==> config.mk <==
export PLATFORM = sky130hd
export DESIGN_NAME = mode_dco
export DESIGN_NICKNAME = d
export VERILOG_FILES = /design/src/rtl/mode_dco.sv
export SDC_FILE = /design/constraint.sdc
export NUM_CORES = 1
export LEC_CHECK = 0
export BUFFER_PORTS_ARGS = -buffer_cell sky130_fd_sc_hd__buf_2
export CAP_MARGIN = 0
export CORE_ASPECT_RATIO = 0.7
export CORE_UTILIZATION = 35
export CTS_CLUSTER_DIAMETER = 40
export DETAILED_ROUTE_END_ITERATION = 8
export MAX_ROUTING_LAYER = met4
export PLACE_DENSITY = 0.49
export SETUP_SLACK_MARGIN = 0.05
export SKIP_LAST_GASP = 1
export SLEW_MARGIN = 20
export SYNTH_ARGS = -nofsm -noshare
export SYNTH_HDL_FRONTEND = slang
export SYNTH_SLANG_ARGS = --single-unit
==> constraint.sdc <==
create_clock -name clk -period 6.3 [get_ports clk]
set_input_delay 0.63 -clock clk [delete_from_list [all_inputs] [get_ports clk]]
set_output_delay 0.63 -clock clk [all_outputs]
set_load 0.05 [all_outputs]
==> src/rtl/mode_dco.sv <==
module mode_dco #(
  parameter int ACC_W       = 32,
  parameter int CORR_W      = 16,
  parameter logic [ACC_W-1:0] NOMINAL = 32'h1999_999A,
  parameter int SNAP_PERIOD = 600000
) (
  input  logic              clk,
  input  logic              rst_n,
  input  logic [1:0]        mode_sel,
  input  logic              ref_lost,
  input  logic [CORR_W-1:0] corr_in,
  input  logic              corr_valid,
  output logic [1:0]        mode_o,
  output logic [ACC_W-1:0]  phase_o,
  output logic              clk_out
);
  localparam int CNT_W = $clog2(SNAP_PERIOD + 1);
  localparam logic [CNT_W-1:0] CNT_LAST = CNT_W'(SNAP_PERIOD - 1);
  localparam logic [1:0] M_NORM = 2'b00;
  localparam logic [1:0] M_HOLD = 2'b01;
  localparam logic [1:0] M_FREE = 2'b10;

  logic [1:0]        mode_d, mode_q;
  logic [CORR_W-1:0] corr_q, hist_new, hist_old, corr_use;
  logic [CNT_W-1:0]  snap_cnt;
  logic [ACC_W-1:0]  acc_q, step;
  logic              snap_now, hold_entry;

  always_comb begin
    if (mode_sel[1])
      mode_d = M_FREE;
    else if (mode_sel[0] || ref_lost)
      mode_d = M_HOLD;
    else
      mode_d = M_NORM;
  end

  assign hold_entry = (mode_d == M_HOLD) && (mode_q != M_HOLD);
  assign snap_now   = (snap_cnt == CNT_LAST) && (mode_q == M_NORM);
  assign corr_use   = (mode_q == M_FREE) ? '0 : corr_q;
  assign step       = NOMINAL + {{(ACC_W-CORR_W){corr_use[CORR_W-1]}}, corr_use};

  always_ff @(posedge clk) begin
    if (!rst_n) begin
      mode_q   <= M_FREE;
      corr_q   <= '0;
      hist_new <= '0;
      hist_old <= '0;
      snap_cnt <= '0;
      acc_q    <= '0;
    end else begin
      mode_q   <= mode_d;
      acc_q    <= acc_q + step;
      snap_cnt <= (snap_cnt == CNT_LAST) ? '0 : snap_cnt + 1'b1;
      if (snap_now) begin
        hist_old <= hist_new;
        hist_new <= corr_q;
      end
      if (hold_entry)
        corr_q <= hist_old;
      else if (mode_d == M_NORM && corr_valid)
        corr_q <= corr_in;
    end
  end

  assign mode_o  = mode_q;
  assign phase_o = acc_q;
  assign clk_out = acc_q[ACC_W-1];

  // Mode decode and automatic holdover on reference loss
  assert_free_decode_R1: assert property (@(posedge clk) disable iff (!rst_n)
    mode_sel[1] |=> mode_o == M_FREE);
  assert_hold_pins_R1: assert property (@(posedge clk) disable iff (!rst_n)
    mode_sel == 2'b01 |=> mode_o == M_HOLD);
  assert_auto_hold_R2: assert property (@(posedge clk) disable iff (!rst_n)
    (mode_sel == 2'b00 && ref_lost) |=> mode_o == M_HOLD);
  assert_auto_return_R2: assert property (@(posedge clk) disable iff (!rst_n)
    (mode_sel == 2'b00 && !ref_lost) |=> mode_o == M_NORM);

  // Live correction sampling in normal mode
  assert_live_load_R3: assert property (@(posedge clk) disable iff (!rst_n)
    (mode_sel == 2'b00 && !ref_lost && corr_valid) |=> corr_q == $past(corr_in));

  // Free-run ignores correction entirely
  assert_free_step_R4: assert property (@(posedge clk) disable iff (!rst_n)
    mode_o == M_FREE |=> phase_o == $past(phase_o) + NOMINAL);

  // Holdover takes the older history entry at entry
  assert_hold_older_R5: assert property (@(posedge clk) disable iff (!rst_n)
    hold_entry |=> corr_q == $past(hist_old));

  // Holdover keeps the correction regardless of strobes
  assert_hold_stable_R6: assert property (@(posedge clk) disable iff (!rst_n)
    (mode_o == M_HOLD && mode_d == M_HOLD) |=> $stable(corr_q));
endmodule

==> results of run 1 <==
final cells by class:
class	count	share of cell area
Clock buffer	10	0.0400
Clock inverter	6	0.00900
Inverter	13	0.00816
Multi-Input combinational cell	502	0.511
Sequential cell	102	0.342
Tap cell	195	0.0408
Timing Repair Buffer	58	0.0494
flip-flops by register name, indices dropped and copies added, names as in the netlist:
signal and cells:
phase_o 32, snap_cnt 20, hist_new 16, hist_old 16, corr_q 16, mode_o 2
per-stage QoR:
step	hold slack [ns]	setup slack (ns)	area, um^2	util
finish	0.451	1.44	5980	0.406
CTS	0.453	1.55	5980	0.406
floorplan	0.430	1.93	5300	-
global route	0.469	1.06	5980	0.406
detailed placement	0.442	1.57	5680	0.386
global placement	0.437	1.78	5680	0.386
metal layers:
metal  global-route usage  part of all wire  vias up
li1                     -                 -     2339
met1                0.238              0.52     2135
met2                0.262              0.44       72
met3               0.0319             0.030       11
met4               0.0525             0.011        0
met5                    -                 0        -
cells in the final DEF, fill, tap and decap left out, drive strengths merged, types with 2 or more instances in the layout:
cell      count
a211oi        3
a21boi       35
a21o         13
a21oi        22
a311oi        4
a31oi         2
and2         21
and3          9
buf          58
clkbuf       10
clkinvlp      3
dfxtp       102
ha           21
inv          15
mux2i         4
nand2       104
nand2b        7
nand3        14
nand4         9
nor2         85
nor2b         2
nor3         10
nor3b         3
nor4          2
o211a         2
o211ai        3
o21a          3
o21ai        26
o21bai        4
o221ai       18
o31ai         2
or2           4
or3           7
or4           3
xnor2        18
xor2         24
logic make-up (layout without fill, tap and decap cells):
group           count (synthesis)  in the layout  share of synthesized area
xor+xnor                       42             42                     0.0695
mux                             4              4                    0.00756
compound gates                151            151                      0.202
buf+inv                        45             87                     0.0380
flops                         102            102                      0.386
fa+ha+maj                      22             22                     0.0534
simple gates                  283            283                      0.244
worst max-delay path by stage:
stage	end	slack, ns	cells after the start
floorplan	phase_o[24]	1.93	19
detailed placement	phase_o[24]	1.57	18
global placement	phase_o[24]	1.78	18
CTS	phase_o[24]	1.55	18
finish	phase_o[24]	1.44	18
global route	phase_o[24]	1.06	18
critical path, stage by stage (launching register included):
cell	delay (ns)
dfxtp_1	0.36
nand2b_1	0.37
nand2_1	0.25
inv_1	0.06
ha_1	0.20
a21oi_1	0.19
o21ai_0	0.19
a311oi_1	0.53
nor2_1	0.12
xor2_1	0.15
nand2_1	0.08
ha_1	0.39
a21o_1	0.20
a21o_1	0.17
a21oi_1	0.17
nor4b_1	0.64
nor2_1	0.26
a311oi_1	0.33
nor2_1	0.07
power breakdown:
group	total, uW	switching, uW	internal (uW)
Combinational	858	569	289
Sequential	800	79.6	721
Clock	547	262	285
==> out/qor.json, run 1 <==
{
  "status": {
    "run_status": "finished, final reports clean"
  },
  "sta": {
    "unrepaired_setup_endpoints_after_global_routing": "false",
    "maximum_achievable_frequency_mhz": 206,
    "totalNegativeSetupSlack_ns": 0,
    "setup_viol": 0,
    "slew-limit-headroom": 0.442,
    "timing.clock.skew_ns": 0.0104,
    "post-route-period-util": 0.771,
    "max_slew.worst_pin.slew_ns": 0.836,
    "min_period_ns": 4.86,
    "finalMaxSlewViolations": 0,
    "final-hold-violation-count": 0
  },
  "yosys": {
    "yosysTopAreaCell": "dfxtp_1",
    "warnings_from_yosys": 0,
    "mappedNetlistNets": 693,
    "netlist_area_um2": 5300,
    "syn-instance-count": 649,
    "top_ff_cell_synth": "dfxtp_1",
    "synth.top_cells.by_area": "dfxtp_1, nand2_1, nor2_1",
    "synth_top_cell_area_share": 0.386,
    "synth_most_common_cell": "nand2_1",
    "synthArstFlopShare": 0,
    "synth_edf_count": 0,
    "ys_seq_area_frac": 0.386,
    "postSynthRegisterBits": 102,
    "post_synth.cell_area_avg_um2": 8.16,
    "synth_commonest_cells": "nand2_1, dfxtp_1, nor2_1",
    "synth_cell_types": 59
  },
  "floorplan": {
    "core.rowCount": 37,
    "core_region_area_um2": 14700,
    "chipWidth_um": 149,
    "initial_utilization": 0.360,
    "fp.dieArea_um2": 15600,
    "die_y_um": 105,
    "ios": 57
  },
  "setup_path": {
    "crit_arrival_ns": 5.09,
    "startpoint_type": "register",
    "worst_path_required_ns": 6.53,
    "cp-end-kind": "register",
    "regToRegSetupSlack_ns": 1.44,
    "startpoint_of_the_lowest_slack_register_to_register_path": "mode_o[0]",
    "timing.setup.critical_path_class": "register to register",
    "startpoint": "mode_o[0]",
    "ff2ff_path_depth": 18,
    "regToRegEndpoint": "phase_o[24]",
    "critical_path.max_fanout": 13
  },
  "global_routing": {
    "total_overflow_reported_by_the_global_router": 0,
    "grt_antenna_before_repair": 0,
    "grt_start_max_net_pins": 94,
    "grt_use_total": 0.175,
    "grt_pass1_vias": 4219,
    "grt_first_pass_wirelength_mm": 21.1
  },
  "final_layout": {
    "stdcell_count": 886,
    "final_nets": 730,
    "multi_input_area_um2": 3050,
    "layout.area.seq_um2": 2040,
    "drive_above_1_share": 0.123,
    "n_antenna_cell": 0,
    "final.fill_count": 1532,
    "syn2layout_area_growth_pct": 12.9
  },
  "power": {
    "powerDensity_nw_per_um2": 369,
    "fin_total_pwr_uw": 2210,
    "vdd_ir_drop_max_uv": 149,
    "p_leak_uw": 0.00240
  },
  "cts": {
    "clkLatencyLatePin_ns": 0.35,
    "cts_sinks": 102,
    "cts-root-buf": "clkbuf_16",
    "cts_htree_levels": 3,
    "cts_made_buffers": 9,
    "clock_tree.buffer_depth": 2,
    "cts_setup_buffers": 0,
    "ctsHoldBuffers": 0,
    "cts.repair.resized": 0,
    "worst_setup_hold_path_clk_slew_ns": 0.08,
    "cts_tree": "built"
  },
  "route": {
    "detailroute.via_count": 4557,
    "dr_iter_0_viols": 236,
    "drt-wirelength-per-cell_um": 14.4,
    "drt_pre_antenna_iters": 5,
    "route.final.wire_length_mm": 12.7,
    "drcViolationCount": 0,
    "drt-vias-per-instance": 5.14,
    "route.antenna.remaining_nets": 0
  },
  "worst_hold_path": {
    "worstHoldStart": "hist_new[0]",
    "worst_hold_path.num_cells": 2,
    "worstHoldPathType": "register to register",
    "worst_hold_path.endpoint": "hist_new[0]"
  },
  "placement": {
    "portBuffers": 56,
    "detailed_place_hpwl_mm": 9.08,
    "post-place-cells": 870,
    "gp_routability_congestion": 0.887
  },
  "flow_run": {
    "drv_cap": 0
  }
}
(Power assumes the default switching activity.)
==> run 2: changes to the inputs <==
==> constraint.sdc (replaced) <==
create_clock -name clk -period 4.77 [get_ports clk]
set_input_delay 0.477 -clock clk [delete_from_list [all_inputs] [get_ports clk]]
set_output_delay 0.477 -clock clk [all_outputs]
set_load 0.05 [all_outputs]
==> out/qor.json, run 2 (same netlist as run 1, synthesis figures left out) <==
{
  "floorplan": {
    "fp.dieArea": {"value": 15600, "unit": "um^2", "change": "unchanged"},
    "ios": {"value": 57, "change": "unchanged"},
    "core.rowCount": {"value": 37, "change": "unchanged"},
    "die_y": {"value": 105, "unit": "um", "change": "unchanged"},
    "chipWidth": {"value": 149, "unit": "um", "change": "unchanged"},
    "initial_utilization": {"value": 0.360, "change": "unchanged"},
    "core_region_area": {"value": 14700, "unit": "um^2", "change": "unchanged"}
  },
  "final_layout": {
    "final_nets": {"value": 735, "change": "+0.68%"},
    "layout_commonest_cell": "nand2_1",
    "utilization": {"value": 0.408, "change": "+0.00212"},
    "largest_register_ffs": {"value": 32, "change": "unchanged"},
    "n_antenna_cell": {"value": 0, "change": "unchanged"},
    "layout_common_cells": "nand2_1, dfxtp_1, nor2_1, buf_2, a21boi_1",
    "final.fill_count": {"value": 1520, "change": "-0.78%"},
    "drive_above_1_share": {"value": 0.131, "change": "+0.00774"},
    "layout.cell_area.non_filler": {"value": 6010, "unit": "um^2", "change": "+0.52%"},
    "layout.area.seq": {"value": 2040, "unit": "um^2", "change": "unchanged"},
    "multi_input_area": {"value": 3070, "unit": "um^2", "change": "+0.41%"},
    "syn2layout_area_growth_pct": 13.4
  },
  "cts": {
    "cts_setup_buffers": {"value": 0, "change": "unchanged"},
    "cts_tree": "built",
    "worst_setup_hold_path_clk_slew": {"value": 0.07, "unit": "ns", "change": "about the same"},
    "clock_tree.buffer_depth": {"value": 2, "change": "unchanged"},
    "cts_htree_levels": {"value": 3, "change": "unchanged"},
    "cts_made_buffers": {"value": 9, "change": "unchanged"},
    "ctsHoldBuffers": {"value": 0, "change": "unchanged"},
    "cts_sinks": {"value": 102, "change": "unchanged"},
    "clkLatencyLatePin": {"value": 0.34, "unit": "ns", "change": "about the same"},
    "cts-root-buf": "clkbuf_16",
    "cts.repair.resized": {"value": 0, "change": "unchanged"}
  },
  "global_routing": {
    "grt_use_total": {"value": 0.174, "change": "-0.000883"},
    "grt_antenna_before_repair": {"value": 0, "change": "unchanged"},
    "grt_first_pass_wirelength": {"value": 21.1, "unit": "mm", "change": "about the same"},
    "grt_start_max_net_pins": {"value": 57, "change": "-39%"},
    "total_overflow_reported_by_the_global_router": {"value": 0, "change": "unchanged"},
    "grt_pass1_vias": {"value": 4159, "change": "-1.4%"}
  },
  "sta": {
    "slew-limit-headroom": {"value": 0.436, "change": "-0.00673"},
    "totalNegativeSetupSlack": {"value": 0, "unit": "ns", "change": "unchanged"},
    "timing.clock.skew": {"value": 0.00834, "unit": "ns", "change": "-0.00205 ns"},
    "post-route-period-util": {"value": 0.879, "change": "+0.108"},
    "max_slew.worst_pin.slew": {"value": 0.844, "unit": "ns", "change": "+0.00755 ns"},
    "min_period": {"value": 4.19, "unit": "ns", "change": "-0.662 ns"},
    "setup_slack": {"value": 0.576, "unit": "ns", "change": "-0.868 ns"},
    "finalMaxSlewViolations": {"value": 0, "change": "unchanged"},
    "unrepaired_setup_endpoints_after_global_routing": "false",
    "final-hold-violation-count": {"value": 0, "change": "unchanged"},
    "setup_viol": {"value": 0, "change": "unchanged"},
    "maximum_achievable_frequency": {"value": 238, "unit": "MHz", "change": "+16%"}
  },
  "placement": {
    "placement.cell_area": {"value": 5720, "unit": "um^2", "change": "+0.66%"},
    "portBuffers": {"value": 56, "change": "unchanged"},
    "gp_routability_congestion": {"value": 0.842, "change": "-5.0%"},
    "dp_slack": {"value": 0.313, "unit": "ns", "change": "-1.25 ns"},
    "detailed_place_hpwl": {"value": 9.27, "unit": "mm", "change": "+2.2%"}
  },
  "setup_path": {
    "critical_path.max_fanout": {"value": 7, "change": "-6"},
    "worst_path_required": {"value": 5.05, "unit": "ns", "change": "-1.48 ns"},
    "startpoint": "mode_o[0]",
    "cp-end-kind": "register",
    "crit_arrival": {"value": 4.47, "unit": "ns", "change": "-0.62 ns"},
    "startpoint_of_the_lowest_slack_register_to_register_path": "mode_o[0]",
    "startpoint_type": "register",
    "timing.setup.critical_path_class": "register to register"
  },
  "route": {
    "detailroute.via_count": {"value": 4564, "change": "+0.15%"},
    "drt-vias-per-instance": {"value": 5.12, "change": "-0.41%"},
    "route.final.wire_length": {"value": 12.8, "unit": "mm", "change": "+0.73%"},
    "route.antenna.remaining_nets": {"value": 0, "change": "unchanged"},
    "drcViolationCount": {"value": 0, "change": "unchanged"},
    "drt-wirelength-per-cell": {"value": 14.4, "unit": "um", "change": "+0.17%"},
    "drt_pre_antenna_iters": {"value": 5, "change": "unchanged"},
    "dr_iter_0_viols": {"value": 183, "change": "-22%"}
  },
  "worst_hold_path": {
    "worstHoldPathType": "input pin to register",
    "worstHoldStart": "mode_sel[1]"
  },
  "flow_run": {
    "drv_cap": {"value": 0, "change": "unchanged"}
  },
  "status": {
    "run_status": "finished, final reports clean"
  },
  "power": {
    "p_leak": {"value": 0.00242, "unit": "uW", "change": "+0.89%"},
    "powerDensity": {"value": 485, "unit": "nW/um^2", "change": "+31%"},
    "vdd_ir_drop_max": {"value": 214, "unit": "uV", "change": "+43%"}
  }
}
## run 2: final timing paths
kind,end,slack (ns),cells after the start
hold reg to reg,hist_new[9],0.45,2
setup reg to reg,phase_o[28],0.58,18
setup / recovery,phase_o[28],0.58,18
hold / removal,mode_o[1],0.40,2
## run 2: layout make-up
type / instances / area share
Sequential cell: 102 / 0.340
Timing Repair Buffer: 63 / 0.0554
Clock buffer: 10 / 0.0381
Clock inverter: 6 / 0.00750
Inverter: 13 / 0.00812
Tap cell: 195 / 0.0406
Multi-Input combinational cell: 502 / 0.510
## run 2: where the power goes
| part | internal, uW | total [uW] | switching [uW] |
|---|---|---|---|
| Sequential | 952 | 1060 | 107 |
| Combinational | 399 | 1160 | 758 |
| Clock | 358 | 697 | 339 |
| Total | 1710 | 2910 | 1200 |
## run 2: stage by stage
step / hold WS (ns) / cells / total power (uW)
2_1_floorplan: 0.430 / 649 / 1950
3_3_place_gp: 0.437 / 875 / 2220
3_5_place_dp: 0.443 / 875 / 2220
4_1_cts: 0.391 / 891 / 2930
5_1_grt: 0.414 / 891 / 3090
6_report: 0.399 / 891 / 2910
## run 2: critical path, stage by stage, from the launching register on
cell       delay, ns
dfxtp_1         0.36
nand2b_1        0.21
nand2_1         0.15
inv_1           0.06
ha_1            0.20
a21oi_1         0.19
o21ai_1         0.16
a311oi_2        0.39
nor2_1          0.10
xor2_1          0.16
nand2_1         0.08
ha_1            0.40
nand4_1         0.20
a2111oi_2       0.44
nor4b_1         0.15
buf_4           0.17
nor2_1          0.34
o22a_1          0.20
mux2i_1         0.17
## run 2: per-layer routing
metal | GRT usage | up-vias | wire, um
met3 | 0.0323 | 6 | 514
met5 | - | - | 0
met2 | 0.258 | 90 | 5640
met4 | 0.0328 | 0 | 71
met1 | 0.246 | 2113 | 6590
li1 | - | 2355 | -
